===== config.mk =====
export PLATFORM = sky130hd
export DESIGN_NAME = uart_tx_seq
export DESIGN_NICKNAME = d
export VERILOG_FILES = /design/src/rtl/uart_seq_pkg.sv /design/src/rtl/uart_bit_timer.sv /design/src/rtl/uart_en_seq.sv /design/src/rtl/uart_frame_eng.sv /design/src/rtl/uart_tx_seq.sv
export SDC_FILE = /design/constraint.sdc
export NUM_CORES = 1
export LEC_CHECK = 0
export BUFFER_PORTS_ARGS = -buffer_cell sky130_fd_sc_hd__buf_2
export CORE_MARGIN = 3
export CORE_UTILIZATION = 60
export DETAILED_ROUTE_END_ITERATION = 10
export GPL_ROUTABILITY_DRIVEN = 0
export PLACE_DENSITY = 0.9
export SYNTH_ARGS = -nofsm -noshare
export SYNTH_HDL_FRONTEND = slang
export SYNTH_SLANG_ARGS = --single-unit

===== constraint.sdc =====
create_clock -name clk -period 5.7 [get_ports clk]
set_clock_uncertainty 0.1 [all_clocks]
set_input_delay 0.855 -clock clk [delete_from_list [all_inputs] [get_ports clk]]
set_output_delay 0.855 -clock clk [all_outputs]
set_load 0.02 [all_outputs]

===== src/rtl/uart_seq_pkg.sv =====
package uart_seq_pkg;

    typedef enum logic [2:0] {
        TX_IDLE  = 3'd0,
        TX_WAIT  = 3'd1,
        TX_START = 3'd2,
        TX_DATA  = 3'd3,
        TX_STOP  = 3'd4,
        TX_PRE   = 3'd5
    } tx_state_e;

endpackage


===== src/rtl/uart_bit_timer.sv =====
module uart_bit_timer #(
    parameter int DIV_W = 16
) (
    input  logic             clk,
    input  logic             rst_n,
    input  logic             run,
    input  logic [DIV_W-1:0] divisor,
    output logic             tick
);

    typedef struct packed {
        logic [DIV_W-1:0] cnt;
    } tmr_t;

    tmr_t q, d;
    logic [DIV_W-1:0] div_eff;

    always_comb begin
        div_eff = (divisor == '0) ? DIV_W'(1) : divisor;
        tick    = run && (q.cnt >= (div_eff - DIV_W'(1)));
        d       = q;
        if (!run || tick) begin
            d.cnt = '0;
        end else begin
            d.cnt = q.cnt + DIV_W'(1);
        end
    end

    always_ff @(posedge clk or negedge rst_n) begin
        if (!rst_n) q <= '0;
        else        q <= d;
    end

    AST_TICK_RESTARTS: assert property (@(posedge clk) disable iff (!rst_n)
        tick |=> (q.cnt == '0));
    AST_STOPPED_CLEAR: assert property (@(posedge clk) disable iff (!rst_n)
        !run |=> (q.cnt == '0));

endmodule


===== src/rtl/uart_en_seq.sv =====
module uart_en_seq (
    input  logic clk,
    input  logic rst_n,
    input  logic glob_en,
    input  logic tx_en,
    input  logic frame_busy,
    input  logic ack_set,
    input  logic pre_take,
    output logic te_rise,
    output logic pre_req,
    output logic ack
);

    typedef struct packed {
        logic te_prev;
        logic ack;
        logic pend;
    } seq_t;

    seq_t q, d;

    always_comb begin
        te_rise = glob_en && tx_en && !q.te_prev;
        pre_req = q.pend || (te_rise && frame_busy);
        d         = q;
        d.te_prev = glob_en && tx_en;
        d.ack     = glob_en && tx_en && (q.ack || ack_set);
        d.pend    = glob_en && !pre_take && pre_req;
    end

    always_ff @(posedge clk or negedge rst_n) begin
        if (!rst_n) q <= '0;
        else        q <= d;
    end

    assign ack = q.ack;

    AST_ACK_DROPS: assert property (@(posedge clk) disable iff (!rst_n)
        !tx_en |=> !ack);
    AST_ACK_RISE_CAUSE: assert property (@(posedge clk) disable iff (!rst_n)
        $rose(ack) |-> $past(ack_set));

endmodule


===== src/rtl/uart_frame_eng.sv =====
module uart_frame_eng
    import uart_seq_pkg::*;
#(
    parameter int DATA_W   = 8,
    parameter int PRE_BITS = 10
) (
    input  logic              clk,
    input  logic              rst_n,
    input  logic              glob_en,
    input  logic              tx_en,
    input  logic              ack,
    input  logic              te_rise,
    input  logic              pre_req,
    input  logic              tick,
    input  logic              accept,
    input  logic [DATA_W-1:0] in_data,
    output logic              timer_run,
    output logic              frame_busy,
    output logic              ack_set,
    output logic              pre_take,
    output logic              hold_full,
    output logic              in_pre,
    output logic              done,
    output logic              txd
);

    localparam int IDX_W = (DATA_W > 1) ? $clog2(DATA_W) : 1;
    localparam int PRE_W = $clog2(PRE_BITS + 1);

    typedef struct packed {
        tx_state_e         state;
        logic [DATA_W-1:0] shreg;
        logic [IDX_W-1:0]  idx;
        logic [PRE_W-1:0]  pcnt;
        logic [DATA_W-1:0] hold;
        logic              hold_full;
        logic              done;
    } eng_t;

    eng_t q, d;

    always_comb begin
        d        = q;
        ack_set  = 1'b0;
        pre_take = 1'b0;

        if (accept) begin
            d.hold      = in_data;
            d.hold_full = 1'b1;
            d.done      = 1'b0;
        end

        case (q.state)
            TX_IDLE: begin
                if (te_rise) begin
                    d.state = TX_WAIT;
                end else if (tx_en && ack && q.hold_full) begin
                    d.state     = TX_START;
                    d.shreg     = q.hold;
                    d.hold_full = 1'b0;
                end
            end
            TX_WAIT: begin
                if (!tx_en) begin
                    d.state = TX_IDLE;
                end else if (tick) begin
                    d.state = TX_IDLE;
                    ack_set = 1'b1;
                end
            end
            TX_START: begin
                if (tick) begin
                    d.state = TX_DATA;
                    d.idx   = '0;
                end
            end
            TX_DATA: begin
                if (tick) begin
                    d.shreg = q.shreg >> 1;
                    if (q.idx == IDX_W'(DATA_W - 1)) d.state = TX_STOP;
                    else                            d.idx   = q.idx + IDX_W'(1);
                end
            end
            TX_STOP: begin
                if (tick) begin
                    pre_take = 1'b1;
                    if (pre_req && tx_en) begin
                        d.state = TX_PRE;
                        d.pcnt  = '0;
                    end else begin
                        d.state = TX_IDLE;
                        if (!d.hold_full) d.done = 1'b1;
                    end
                end
            end
            TX_PRE: begin
                if (tick) begin
                    if (q.pcnt == PRE_W'(PRE_BITS - 1)) begin
                        d.state = TX_IDLE;
                        ack_set = 1'b1;
                        if (!d.hold_full) d.done = 1'b1;
                    end else begin
                        d.pcnt = q.pcnt + PRE_W'(1);
                    end
                end
            end
            default: d.state = TX_IDLE;
        endcase

        if (!glob_en) begin
            d = '0;
        end
    end

    always_ff @(posedge clk or negedge rst_n) begin
        if (!rst_n) q <= '0;
        else        q <= d;
    end

    always_comb begin
        timer_run  = glob_en && (q.state != TX_IDLE);
        frame_busy = (q.state == TX_START) || (q.state == TX_DATA) || (q.state == TX_STOP);
        in_pre     = (q.state == TX_PRE);
        hold_full  = q.hold_full;
        done       = q.done;
        txd        = (q.state != TX_START) && ((q.state != TX_DATA) || q.shreg[0]);
    end

    AST_START_NEEDS_ACK: assert property (@(posedge clk) disable iff (!rst_n)
        (q.state == TX_START && $past(q.state) == TX_IDLE) |-> $past(ack));
    AST_PRE_FOLLOWS_STOP: assert property (@(posedge clk) disable iff (!rst_n)
        (q.state == TX_PRE && $past(q.state) != TX_PRE) |-> ($past(q.state) == TX_STOP));
    AST_OFF_CLEARS: assert property (@(posedge clk) disable iff (!rst_n)
        $past(!glob_en) |-> (q.state == TX_IDLE && !q.done && !q.hold_full));

endmodule


===== src/rtl/uart_tx_seq.sv =====
module uart_tx_seq #(
    parameter int DATA_W   = 8,
    parameter int DIV_W    = 16,
    parameter int PRE_BITS = 10
) (
    input  logic              clk,
    input  logic              rst_n,
    input  logic              glob_en,
    input  logic              tx_en,
    input  logic [DIV_W-1:0]  bit_div,
    input  logic [DATA_W-1:0] in_data,
    input  logic              in_valid,
    output logic              in_ready,
    output logic              txd,
    output logic              te_ack,
    output logic              tx_done
);

    logic tick, timer_run, frame_busy, ack_set, pre_take;
    logic te_rise, pre_req, ack, hold_full, in_pre, accept;

    uart_bit_timer #(.DIV_W(DIV_W)) u_timer (
        .clk     (clk),
        .rst_n   (rst_n),
        .run     (timer_run),
        .divisor (bit_div),
        .tick    (tick)
    );

    uart_en_seq u_seq (
        .clk        (clk),
        .rst_n      (rst_n),
        .glob_en    (glob_en),
        .tx_en      (tx_en),
        .frame_busy (frame_busy),
        .ack_set    (ack_set),
        .pre_take   (pre_take),
        .te_rise    (te_rise),
        .pre_req    (pre_req),
        .ack        (ack)
    );

    uart_frame_eng #(.DATA_W(DATA_W), .PRE_BITS(PRE_BITS)) u_eng (
        .clk        (clk),
        .rst_n      (rst_n),
        .glob_en    (glob_en),
        .tx_en      (tx_en),
        .ack        (ack),
        .te_rise    (te_rise),
        .pre_req    (pre_req),
        .tick       (tick),
        .accept     (accept),
        .in_data    (in_data),
        .timer_run  (timer_run),
        .frame_busy (frame_busy),
        .ack_set    (ack_set),
        .pre_take   (pre_take),
        .hold_full  (hold_full),
        .in_pre     (in_pre),
        .done       (tx_done),
        .txd        (txd)
    );

    assign in_ready = glob_en && tx_en && ack && !hold_full && !in_pre;
    assign accept   = in_valid && in_ready;
    assign te_ack   = ack;

    AST_ACCEPT_CLEARS_DONE: assert property (@(posedge clk) disable iff (!rst_n)
        (in_valid && in_ready) |=> !tx_done);
    AST_OFF_LINE_HIGH: assert property (@(posedge clk) disable iff (!rst_n)
        !glob_en |=> txd);

endmodule


==> results of run 1 <==
metal layers:
metal	track usage	up-vias	share of wire
li1	-	1275	-
met1	0.3199	1223	0.47
met2	0.3793	89	0.45
met3	0.03480	12	0.059
met4	0.07867	0	0.016
met5	0	-	0
sequential cells by signal, indices dropped and copies added (netlist names):
name / count
u_seq.q: 2
u_seq.ack: 1
u_eng.hold_full: 1
u_timer.q: 16
u_eng.q: 26
u_eng.done: 1
placed cells by master, fill, tap and decap left out, types with 4 or more instances in the layout:
cell type and count:
a21boi_0 4, nor2_1 37, o21ai_0 13, a31oi_1 11, nor3_1 7, nand4_1 5, xor2_1 12, mux2i_1 12
buf_2 32, dfrtp_1 47, xnor2_1 12, ha_1 22, mux2_2 8, inv_1 11, nor4_1 5, nand3_1 12
a21oi_1 11, nor2b_1 13, clkbuf_8 5, nand2_1 50
final cells by class:
cell class,count,area (um^2),share of cell area
timing repair buffer,33,167.7,0.04950
clock inverter,1,30.03,0.008866
clock buffer,6,72.57,0.02143
multi-input combinational,275,1812,0.5349
sequential,47,1176,0.3472
tap,67,83.83,0.02475
inverter,12,45.04,0.01330
cells in the mapped netlist (3+ instances only):
library cell / n / area share
a21boi_0: 4 / 0.0097
a21oi_1: 11 / 0.018
a31oi_1: 11 / 0.022
and2_1: 3 / 0.0060
and3_1: 3 / 0.0060
buf_2: 6 / 0.0097
clkbuf_1: 5 / 0.0060
dfrtp_1: 47 / 0.38
ha_1: 22 / 0.089
inv_1: 11 / 0.013
mux2_2: 8 / 0.029
mux2i_1: 12 / 0.039
nand2_1: 50 / 0.060
nand3_1: 12 / 0.019
nand4_1: 5 / 0.010
nor2_1: 37 / 0.045
nor2b_1: 13 / 0.026
nor3_1: 7 / 0.011
nor4_1: 5 / 0.010
o21ai_0: 13 / 0.021
xnor2_1: 12 / 0.034
xor2_1: 12 / 0.034
metrics by stage:
| step | cells | cell area, um^2 | power (mW) |
|---|---|---|---|
| 6_report | 441 | 3387 | 0.8776 |
| 3_5_place_dp | 434 | 3284 | 0.6400 |
| 5_1_grt | 441 | 3387 | 0.9270 |
| 2_1_floorplan | 347 | 3104 | 0.5845 |
| 3_3_place_gp | 434 | 3284 | 0.6278 |
| 4_1_cts | 441 | 3387 | 0.8780 |
how the worst max path moves through the flow:
stage / startpoint / end / slack, ps / depth (start not counted)
3_3_place_gp: bit_div[9] / u_timer.q[13]$_DFF_PN0_ / 900 / 18
6_report: bit_div[9] / u_timer.q[11]$_DFF_PN0_ / 980 / 18
2_1_floorplan: bit_div[9] / u_timer.q[10]$_DFF_PN0_ / 1430 / 19
5_1_grt: bit_div[9] / u_timer.q[14]$_DFF_PN0_ / 430 / 18
3_5_place_dp: bit_div[9] / u_timer.q[15]$_DFF_PN0_ / 710 / 18
4_1_cts: bit_div[9] / u_timer.q[15]$_DFF_PN0_ / 1000 / 18
cell families after synthesis:
kind of cell / count (synthesis) / synth area share
and+or+nand+nor: 151 / 0.2342
AOI/OAI and AO/OA: 58 / 0.1254
DFF: 47 / 0.3789
buffers and inverters: 25 / 0.03748
xor gates and xnor gates: 24 / 0.06771
adders and majority gates: 22 / 0.08867
muxes: 20 / 0.06772
where the power goes:
group / switching (mW) / leakage, nW / internal (mW)
sequential: 0.0498 / 0.649 / 0.362
clock: 0.108 / 0.0513 / 0.129
combinational: 0.135 / 0.873 / 0.0945
total: 0.293 / 1.57 / 0.585
worst max-delay path, delay by kind of cell:
| family | cells | cell delay (ps) |
|---|---|---|
| buffers and inverters | 1 | 120 |
| adders and majority gates | 2 | 460 |
| and+or+nand+nor | 14 | 3260 |
| xor gates and xnor gates | 1 | 150 |
==> summary.md, run 1 <==
| Metric | Value |
|---|---|
| Max Fclk | `211.9 MHz` |
| Clk_lat worst skew | `300 ps` |
| Hold depth | `2` |
| Max IR drop VDD | `0.2142 mV` |
| Synth Register Bits | `47` |
| CP max stage delay | `520 ps` |
| Setup-failing EPs final | `0` |
| Vias per inst | `5.893` |
| Power density cells | `259.1 nW/um^2` |
| Filler cells | `381` |
| CP Capture Type | `register` |
| Antenna Nets Post-Route | `0` |
| I/O pin cnt | `33` |
| Die Y | `77.93 um` |
| EDFF count, synth | `0` |
| Initial antenna violation count | `0` |
| Ant. Diodes | `0` |
| Via count | `2,599` |
| Outcome | `complete, no violations` |
| Clock Sink Count | `47` |
| Crit path required time | `5820 ps` |
| Final #Nets | `425` |
| Yosys warns | `0` |
| Worst Tran Pin Value | `1022 ps` |
| Final Slew Violations | `0` |
| Top_reg_cell synth | `dfrtp_1` |
| Hold WS | `435.9 ps` |
| Iter 0 DRT Violations | `164` |
| Clk root buf | `clkbuf_8` |
| Reg clk slew, reported paths | `80 ps` |
| CP Max Fanout | `19` |
| Setup WS post-layout | `980.2 ps` |
| Routed WL | `6536 um` |
| Detail-routed net length per standard cell | `14.82 um` |
| Maximum clock insertion buffer count | `2` |
| H-tree levels | `2` |
| Maximum number of pins on one net before global-route repair | `48` |
| Arr. time, crit path | `4840 ps` |
| Final Hold Viols | `0` |
| Hold path endpoint | `u_eng.done$_DFF_PN0_` |
| Worst reg-to-reg path cell count | `8` |
| Initial Utilization | `0.6403` |
| Setup tns final | `0 ps` |
| Hold wc startpoint | `u_eng.done$_DFF_PN0_` |
| FF-to-FF setup slack | `2930 ps` |
| Maxcap violations | `0` |
| Average size of a mapped cell | `8.946 um^2` |
| CP max stage cell | `or2_1` |
| Row count | `25` |
| Grt ovf | `0` |
| Dpl ws | `711.3 ps` |
| Share of layout cells above drive strength 1 | `0.1444` |
| Netlist Area Pre-Place | `3104 um^2` |
| Syn Inst Count | `347` |
| Core box area | `4848 um^2` |
| Crit path cell chain | `buf_2 > or3_1 > nor4_1 > nand3_1 > nor2_1 > nor2_1 > ha_1 > nor3b_1 > nor2b_1 > nand2_1 > xor2_1 > ha_1 > nand4_1 > nor3_1 > nor4_1 > nand2_2 > or2_1 > nor2_1` |
| Fin util | `0.6986` |
| Vias in the first global route | `2,581` |
| RR Endpoint | `u_timer.q[11]$_DFF_PN0_` |
| Slew Limit Headroom | `0.3189` |
| Reg2reg start | `u_timer.q[0]$_DFF_PN0_` |
| Seq/Total Area, Yosys | `0.3789` |
| Hold/Removal Path Class | `register to register` |
| Post-CTS Hold Fix Bufs | `0` |
| Number of port buffers | `32` |
| Most used cell, CP | `nor2_1` |
| Fin crit share | `0.8280` |
| Leakage power | `1.573 nW` |
| HPWL Detailed | `4728 um` |
| Synth cell types | `51` |
| Fin crit period | `4720 ps` |
| Syn nets | `398` |
| DRC Markers | `0` |
| Area Growth Syn to Fin | `9.109%` |
| Synth async-reset ratio | `1.000` |
| Critical Path Start Type | `input pin` |
| Die area | `6073 um^2` |
| Critical path class | `input pin to register` |
| GRT Total Usage | `0.2335` |
| 1st-pass router iterations | `4` |
| Post-CTS Setup Bufs | `0` |
| CTS tree | `built` |
| Resize count post-CTS | `0` |
| Unrepaired setup endpoints after global routing | `false` |
| First-pass GRT wire length | `11,610 um` |
| Die span in x | `77.93 um` |
| Total CTS buffers | `5` |
No activity file was read; power rests on OpenSTA's default activity.
==> run 2, diff against run 1 <==
Settings changed: CORE_UTILIZATION 60 to 53, PLACE_DENSITY 0.9 to 0.85.
Clock period 5.7 ns to 3.8 ns, I/O delays scaled along.
==> run 2 against run 1 <==
Clock power up 26%. Utilization down 2.2 points. Combinational power up 83%. Routed wire length up 7.0%. Critical path type unchanged. Largest cell class unchanged. Highest routed layer unchanged.
==> summary.md, run 2 (synthesis gave the netlist of run 1 again) <==
| Metric | Value |
|---|---|
| Outcome | `complete, no violations (unchanged)` |
| Grt ovf | `0 (unchanged)` |
| Ant. Diodes | `0 (unchanged)` |
| Die area | `6811 um^2 (was 6073 um^2)` |
| CTS tree | `built (unchanged)` |
| Filler cells | `450 (was 381)` |
| Worst path bufs/invs | `3 (was 1)` |
| Biggest regs | `u_eng.q (26), u_timer.q (16), u_seq.q (2) (unchanged)` |
| Initial Utilization | `0.5569 (was 0.6403)` |
| Fin crit period | `3710 ps` |
| DRC Markers | `0 (unchanged)` |
| HPWL Detailed | `5065 um (was 4728 um)` |
| CP endpoint | `u_eng.q[27]$_DFFE_PN0P_ (was u_timer.q[11]$_DFF_PN0_)` |
| FF-to-FF setup slack | `1350 ps (was 2930 ps)` |
| CP max stage delay | `540 ps (was 520 ps)` |
| Crit path cell chain | `buf_6 > or4_4 > nor2_4 > nand3_2 > nor2_2 > nor2_2 > ha_2 > nor3b_4 > nor2b_4 > nand2_1 > xor2_1 > ha_1 > nand4_1 > buf_4 > buf_6 > nor2_2 > a32oi_2 > nand2_2 > o21a_1 > mux2_4 (was buf_2 > or3_1 > nor4_1 > nand3_1 > nor2_1 > nor2_1 > ha_1 > nor3b_1 > nor2b_1 > nand2_1 > xor2_1 > ha_1 > nand4_1 > nor3_1 > nor4_1 > nand2_2 > or2_1 > nor2_1)` |
| Vias in the first global route | `2,684 (was 2,581)` |
| Slew Limit Headroom | `0.3132 (was 0.3189)` |
| Critical Path Start Type | `input pin (unchanged)` |
| Area Growth Syn to Fin | `21.56% (was 9.109%)` |
| Row count | `27 (was 25)` |
| Reg clk slew, reported paths | `90 ps (was 80 ps)` |
| Number of port buffers | `32 (unchanged)` |
| Via count | `2,695 (was 2,599)` |
| Worst Tran Pin Value | `1030 ps (was 1022 ps)` |
| Iter 0 DRT Violations | `97 (was 164)` |
| Clk root buf | `clkbuf_8 (unchanged)` |
| Clk_lat worst skew | `300 ps (about the same)` |
| Fin area | `3774 um^2 (was 3387 um^2)` |
| Post-DP Area | `3522 um^2 (was 3284 um^2)` |
| Max IR drop VDD | `0.2927 mV (was 0.2142 mV)` |
| Post-route total power | `1.329 mW (was 877.6 uW)` |
| Fin crit share | `0.9763` |
| Unrepaired setup endpoints after global routing | `true (was false)` |
| Die Y | `82.53 um (was 77.93 um)` |
| Vias per inst | `5.638 (was 5.893)` |
| Total CTS buffers | `5 (unchanged)` |
| 1st-pass router iterations | `4 (unchanged)` |
| Hold/Removal Path Class | `input pin to async pin (was register to register)` |
| Placed Instances | `463 (was 434)` |
| Clock Sink Count | `47 (unchanged)` |
| Detail-routed net length per standard cell | `14.63 um (was 14.82 um)` |
| Power density cells | `352.3 nW/um^2 (was 259.1 nW/um^2)` |
| Maximum clock insertion buffer count | `2 (unchanged)` |
| Setup-failing EPs final | `0 (unchanged)` |
| Hold WS | `346.1 ps (was 435.9 ps)` |
| I/O pin cnt | `33 (unchanged)` |
| Critical path class | `input pin to register (unchanged)` |
| Core box area | `5574 um^2 (was 4848 um^2)` |
| Fin cells | `478 (was 441)` |
| Worst reg-to-reg path cell count | `8 (unchanged)` |
| CP Max Fanout | `7 (was 19)` |
| Maxcap violations | `0 (unchanged)` |
| Most common cell after layout, fill and taps aside | `nand2_1 (unchanged)` |
| Final Slew Violations | `0 (unchanged)` |
| Share of layout cells above drive strength 1 | `0.2833 (was 0.1444)` |
| Most used cell, CP | `nor2_2 (was nor2_1)` |
| Final #Nets | `456 (was 425)` |
| Max Fclk | `269.5 MHz` |
| CP Capture Type | `register (unchanged)` |
| Reg2reg start | `u_timer.q[0]$_DFF_PN0_ (unchanged)` |
| Leakage power | `1.747 nW (was 1.573 nW)` |
| Initial antenna violation count | `0 (unchanged)` |
| Arr. time, crit path | `3800 ps (was 4840 ps)` |
| Top reg by flops | `u_eng.q (unchanged)` |
| CP max stage cell | `or4_4 (was or2_1)` |
| H-tree levels | `2 (unchanged)` |
| Most frequent cells in the layout | `nand2_1, dfrtp_1, buf_2, buf_4, nor2_1 (was nand2_1, dfrtp_1, nor2_1, buf_2, ha_1)` |
| Critical path origin | `bit_div[5] (was bit_div[9])` |
| Crit path depth | `20 (was 18)` |
| GRT Total Usage | `0.2190 (was 0.2335)` |
| Post-CTS Hold Fix Bufs | `0 (unchanged)` |
| Routed WL | `6995 um (was 6536 um)` |
| Antenna Nets Post-Route | `0 (unchanged)` |
| Crit path required time | `3890 ps (was 5820 ps)` |
| Max reg flops | `26 (unchanged)` |
| Final Hold Viols | `0 (unchanged)` |
| Maximum number of pins on one net before global-route repair | `48 (unchanged)` |
| RR Endpoint | `u_eng.q[27]$_DFFE_PN0P_ (was u_timer.q[11]$_DFF_PN0_)` |
| Delay-heaviest family, CP | `simple AND/OR/NAND/NOR gates (unchanged)` |
| First-pass GRT wire length | `11,750 um (was 11,610 um)` |
| Die span in x | `82.53 um (was 77.93 um)` |
run 2: cell types whose count changed in the layout (fill, tap and decap cells not counted), sizes merged:
cell	previous run	this run
clkinv	1	2
bufinv	1	0
buf	33	64
clkbuf	6	5
clkinvlp	0	2
run 2: final cells by class:
cell class	instances	area, um^2	area share
clock inverter	3	20.02	0.005305
sequential	47	1176	0.3117
inverter	12	45.04	0.01194
multi-input combinational	275	1951	0.5169
tap	72	90.09	0.02387
clock buffer	5	68.82	0.01824
timing repair buffer	64	422.9	0.1121
run 2: metrics by stage:
step / setup TNS, ps / util / setup WS, ps
after global placement: -4103 / 0.6319 / -165.9
final: 0 / 0.6770 / 90.05
after CTS: 0 / 0.6483 / 21.04
after floorplan: -417.1 / - / -43.27
after global routing: -1703 / 0.6770 / -98.91
after detailed placement: -8460 / 0.6319 / -299.1
run 2: worst min-delay path by stage:
stage	to	slack [ps]	cells past startpoint
floorplan	u_eng.done$_DFF_PN0_	170	0
global placement	u_eng.done$_DFF_PN0_	380	2
detailed placement	u_eng.done$_DFF_PN0_	420	2
CTS	u_eng.q[19]$_DFFE_PN0P_	370	1
global route	u_eng.q[19]$_DFFE_PN0P_	420	1
finish	u_eng.q[9]$_DFFE_PN0P_	350	1
run 2: worst register-to-register path, cell delays in order (launching register included):
cell      delay, ps
dfrtp_1         430
inv_1            70
ha_1            280
nand2b_1        140
a2111o_1        430
a32oi_2         250
nand2_2         140
o21a_1          220
mux2_4          300
run 2: report_power, final:
| group | switching (mW) | leakage [nW] | internal [mW] |
|---|---|---|---|
| Clock | 0.170 | 0.0402 | 0.128 |
| Sequential | 0.0694 | 0.649 | 0.543 |
| Combinational | 0.233 | 1.06 | 0.186 |
run 2: repair_timing:
action | 4_1_cts | 5_1_grt
setup endpoints to repair | 1 | 37
buffers inserted | 0 | 7
gates resized for setup | 1 | 27
endpoints found under the hold margin | 0 | 0
cloned | 0 | 0
pin swaps | 0 | 14
run 2: metal layers:
layer / wire [um] / global-route usage / part of all wire
met1: 3012 / 0.2747 / 0.43
met4: 31 / 0.04412 / 0.0044
met2: 3650 / 0.3982 / 0.52
met3: 301 / 0.03362 / 0.043
met5: 0 / 0 / 0
==> run 3, diff against run 2 <==
Settings changed: CORE_ASPECT_RATIO set to 0.7.
==> run 3 against run 2 <==
Critical path depth increased by 1. Count of clock-buffer cells in the layout increased by 1. Die area increased by 0.21%. Utilization increased by 0.57 points. Final cell count decreased by 1.0%. Sequential power about the same. Global-route usage about the same. Critical endpoint is now u_eng.q[26]$_DFFE_PN0P_.
==> summary.md, run 3 (synthesis gave the netlist of run 1 again) <==
| Metric | Value |
|---|---|
| CP Max Fanout | `6 (was 7)` |
| Delay-heaviest family, CP | `simple AND/OR/NAND/NOR gates (unchanged)` |
| Initial antenna violation count | `0 (unchanged)` |
| Crit path cell chain | `buf_6 > or4_4 > nor2_4 > nand3_2 > nor2_2 > nor2_2 > ha_2 > nor3b_4 > nor2b_4 > nand2_2 > xor2_1 > ha_1 > nand4_1 > buf_4 > nor3_2 > nor4_2 > buf_4 > nand2_4 > o21a_1 > buf_4 > a22oi_1 (was buf_6 > or4_4 > nor2_4 > nand3_2 > nor2_2 > nor2_2 > ha_2 > nor3b_4 > nor2b_4 > nand2_1 > xor2_1 > ha_1 > nand4_1 > buf_4 > buf_6 > nor2_2 > a32oi_2 > nand2_2 > o21a_1 > mux2_4)` |
| Most frequent cells in the layout | `nand2_1, dfrtp_1, nor2_1, buf_2, buf_4 (was nand2_1, dfrtp_1, buf_2, buf_4, nor2_1)` |
| Crit path required time | `3920 ps (was 3890 ps)` |
| Hold WS | `330.4 ps (was 346.1 ps)` |
| Vias in the first global route | `2,742 (was 2,684)` |
| Share of layout cells above drive strength 1 | `0.2594 (was 0.2833)` |
| Initial Utilization | `0.5696 (was 0.5569)` |
| Most common cell after layout, fill and taps aside | `nand2_1 (unchanged)` |
| First-pass GRT wire length | `12,520 um (was 11,750 um)` |
| CP Capture Type | `register (unchanged)` |
| CP max stage delay | `560 ps (was 540 ps)` |
| Top reg by flops | `u_eng.q (unchanged)` |
| Area Growth Syn to Fin | `19.87% (was 21.56%)` |
| Maximum clock insertion buffer count | `2 (unchanged)` |
| Antenna Nets Post-Route | `0 (unchanged)` |
| Die area | `6826 um^2 (was 6811 um^2)` |
| Power density cells | `358.3 nW/um^2 (was 352.3 nW/um^2)` |
| Ant. Diodes | `0 (unchanged)` |
| GRT Total Usage | `0.2189 (was 0.2190)` |
| Clock Sink Count | `47 (unchanged)` |
| HPWL Detailed | `5191 um (was 5065 um)` |
| Vias per inst | `5.939 (was 5.638)` |
| Routed WL | `7525 um (was 6995 um)` |
| Fin cells | `473 (was 478)` |
| Arr. time, crit path | `3910 ps (was 3800 ps)` |
| Via count | `2,809 (was 2,695)` |
| Worst Tran Pin Value | `1042 ps (was 1030 ps)` |
| Reg clk slew, reported paths | `90 ps (about the same)` |
| Critical path class | `input pin to register (unchanged)` |
| CTS tree | `built (unchanged)` |
| Setup tns final | `0 ps (unchanged)` |
| Max IR drop VDD | `0.2187 mV (was 0.2927 mV)` |
| Most used cell, CP | `buf_4 (was nor2_2)` |
| Setup-failing EPs final | `0 (unchanged)` |
| Iter 0 DRT Violations | `241 (was 97)` |
| Max Fclk | `263.9 MHz (was 269.5 MHz)` |
| Row count | `22 (was 27)` |
| Fin crit share | `0.9971 (was 0.9763)` |
| 1st-pass router iterations | `5 (was 4)` |
| Fin util | `0.6827 (was 0.6770)` |
| Grt ovf | `0 (unchanged)` |
| Placed Instances | `464 (was 463)` |
| Clk_lat worst skew | `310 ps (was 300 ps)` |
| Final #Nets | `451 (was 456)` |
| I/O pin cnt | `33 (unchanged)` |
| Filler cells | `410 (was 450)` |
| Outcome | `complete, no violations (unchanged)` |
| Max reg flops | `26 (unchanged)` |
| Detail-routed net length per standard cell | `15.91 um (was 14.63 um)` |
| Fin crit period | `3789 ps (was 3710 ps)` |
| CP max stage cell | `or4_4 (unchanged)` |
| H-tree levels | `2 (unchanged)` |
| Maxcap violations | `0 (unchanged)` |
| Number of port buffers | `32 (unchanged)` |
| DRC Markers | `0 (unchanged)` |
| Die Y | `70.03 um (was 82.53 um)` |
| Critical Path Start Type | `input pin (unchanged)` |
| Worst path bufs/invs | `4 (was 3)` |
| Clk root buf | `clkbuf_8 (unchanged)` |
| Final Slew Violations | `0 (unchanged)` |
| Slew Limit Headroom | `0.3054 (was 0.3132)` |
| Post-CTS Hold Fix Bufs | `0 (unchanged)` |
| Core box area | `5450 um^2 (was 5574 um^2)` |
| Die span in x | `97.47 um (was 82.53 um)` |
| Final Hold Viols | `0 (unchanged)` |
| Maximum number of pins on one net before global-route repair | `48 (unchanged)` |
| Unrepaired setup endpoints after global routing | `true (unchanged)` |
| Leakage power | `1.721 nW (was 1.747 nW)` |
| Total CTS buffers | `5 (unchanged)` |
| Hold/Removal Path Class | `input pin to async pin (unchanged)` |
| Biggest regs | `u_eng.q (26), u_timer.q (16), u_seq.q (2) (unchanged)` |
## run 3: where the power goes
group / leakage [nW] / total, mW / internal (mW) / switching (mW)
Sequential: 0.649 / 0.613 / 0.543 / 0.0701
Combinational: 1.03 / 0.404 / 0.173 / 0.231
Clock: 0.0418 / 0.316 / 0.133 / 0.184
Total: 1.72 / 1.33 / 0.848 / 0.485
## run 3: per-stage QoR
stage	area (um^2)	setup WS (ps)	power [mW]
after CTS	3618	45.82	1.317
after detailed placement	3530	-261.2	1.000
after global routing	3721	-89.64	1.411
after floorplan	3149	-43.27	0.8787
final	3721	11.15	1.333
after global placement	3530	-110.1	0.9857
## run 3: final cells by class
class                      instances  area (um^2)  share of cell area
clock inverter                     2        16.27            0.004371
timing repair buffer              59        390.4              0.1049
inverter                          12        45.04             0.01210
tap                               72        90.09             0.02421
clock buffer                       6        72.57             0.01950
sequential                        47         1176              0.3161
multi-input combinational        275         1931              0.5188
## run 3: metal layers
layer	wire (um)	GRT usage	vias up
li1	-	-	1333
met1	3490	0.3192	1346
met2	3431	0.3356	109
met3	450	0.04092	21
met4	153	0.05376	0
met5	0	0	-
## run 3: path summary, 6_finish.rpt
check,start,to,slack [ps],depth (start not counted)
worst max-delay path,bit_div[5],u_eng.q[26]$_DFFE_PN0P_,10,21
worst min-delay path,rst_n,u_eng.q[5]$_DFFE_PN0P_,330,1
worst max register to register,u_timer.q[0]$_DFF_PN0_,u_eng.q[26]$_DFFE_PN0P_,1250,9
worst min register to register,u_eng.done$_DFF_PN0_,u_eng.done$_DFF_PN0_,440,2
max in group asynchronous,rst_n,u_timer.q[3]$_DFF_PN0_,2620,1
min in group clk,in_data[2],u_eng.q[4]$_DFFE_PN0P_,420,3
## run 3: worst reg2reg max path, delay by kind of cell (launching register included)
kind	cells	cell delay, ps
compound gates	4	1120
fa+ha+maj	1	300
buf+inv	2	210
flops	1	460
simple gates	2	260
## run 3: timing repair
action,CTS,global route
setup buffers,0,2
gates resized for setup,0,25
endpoints found under the setup margin,0,37
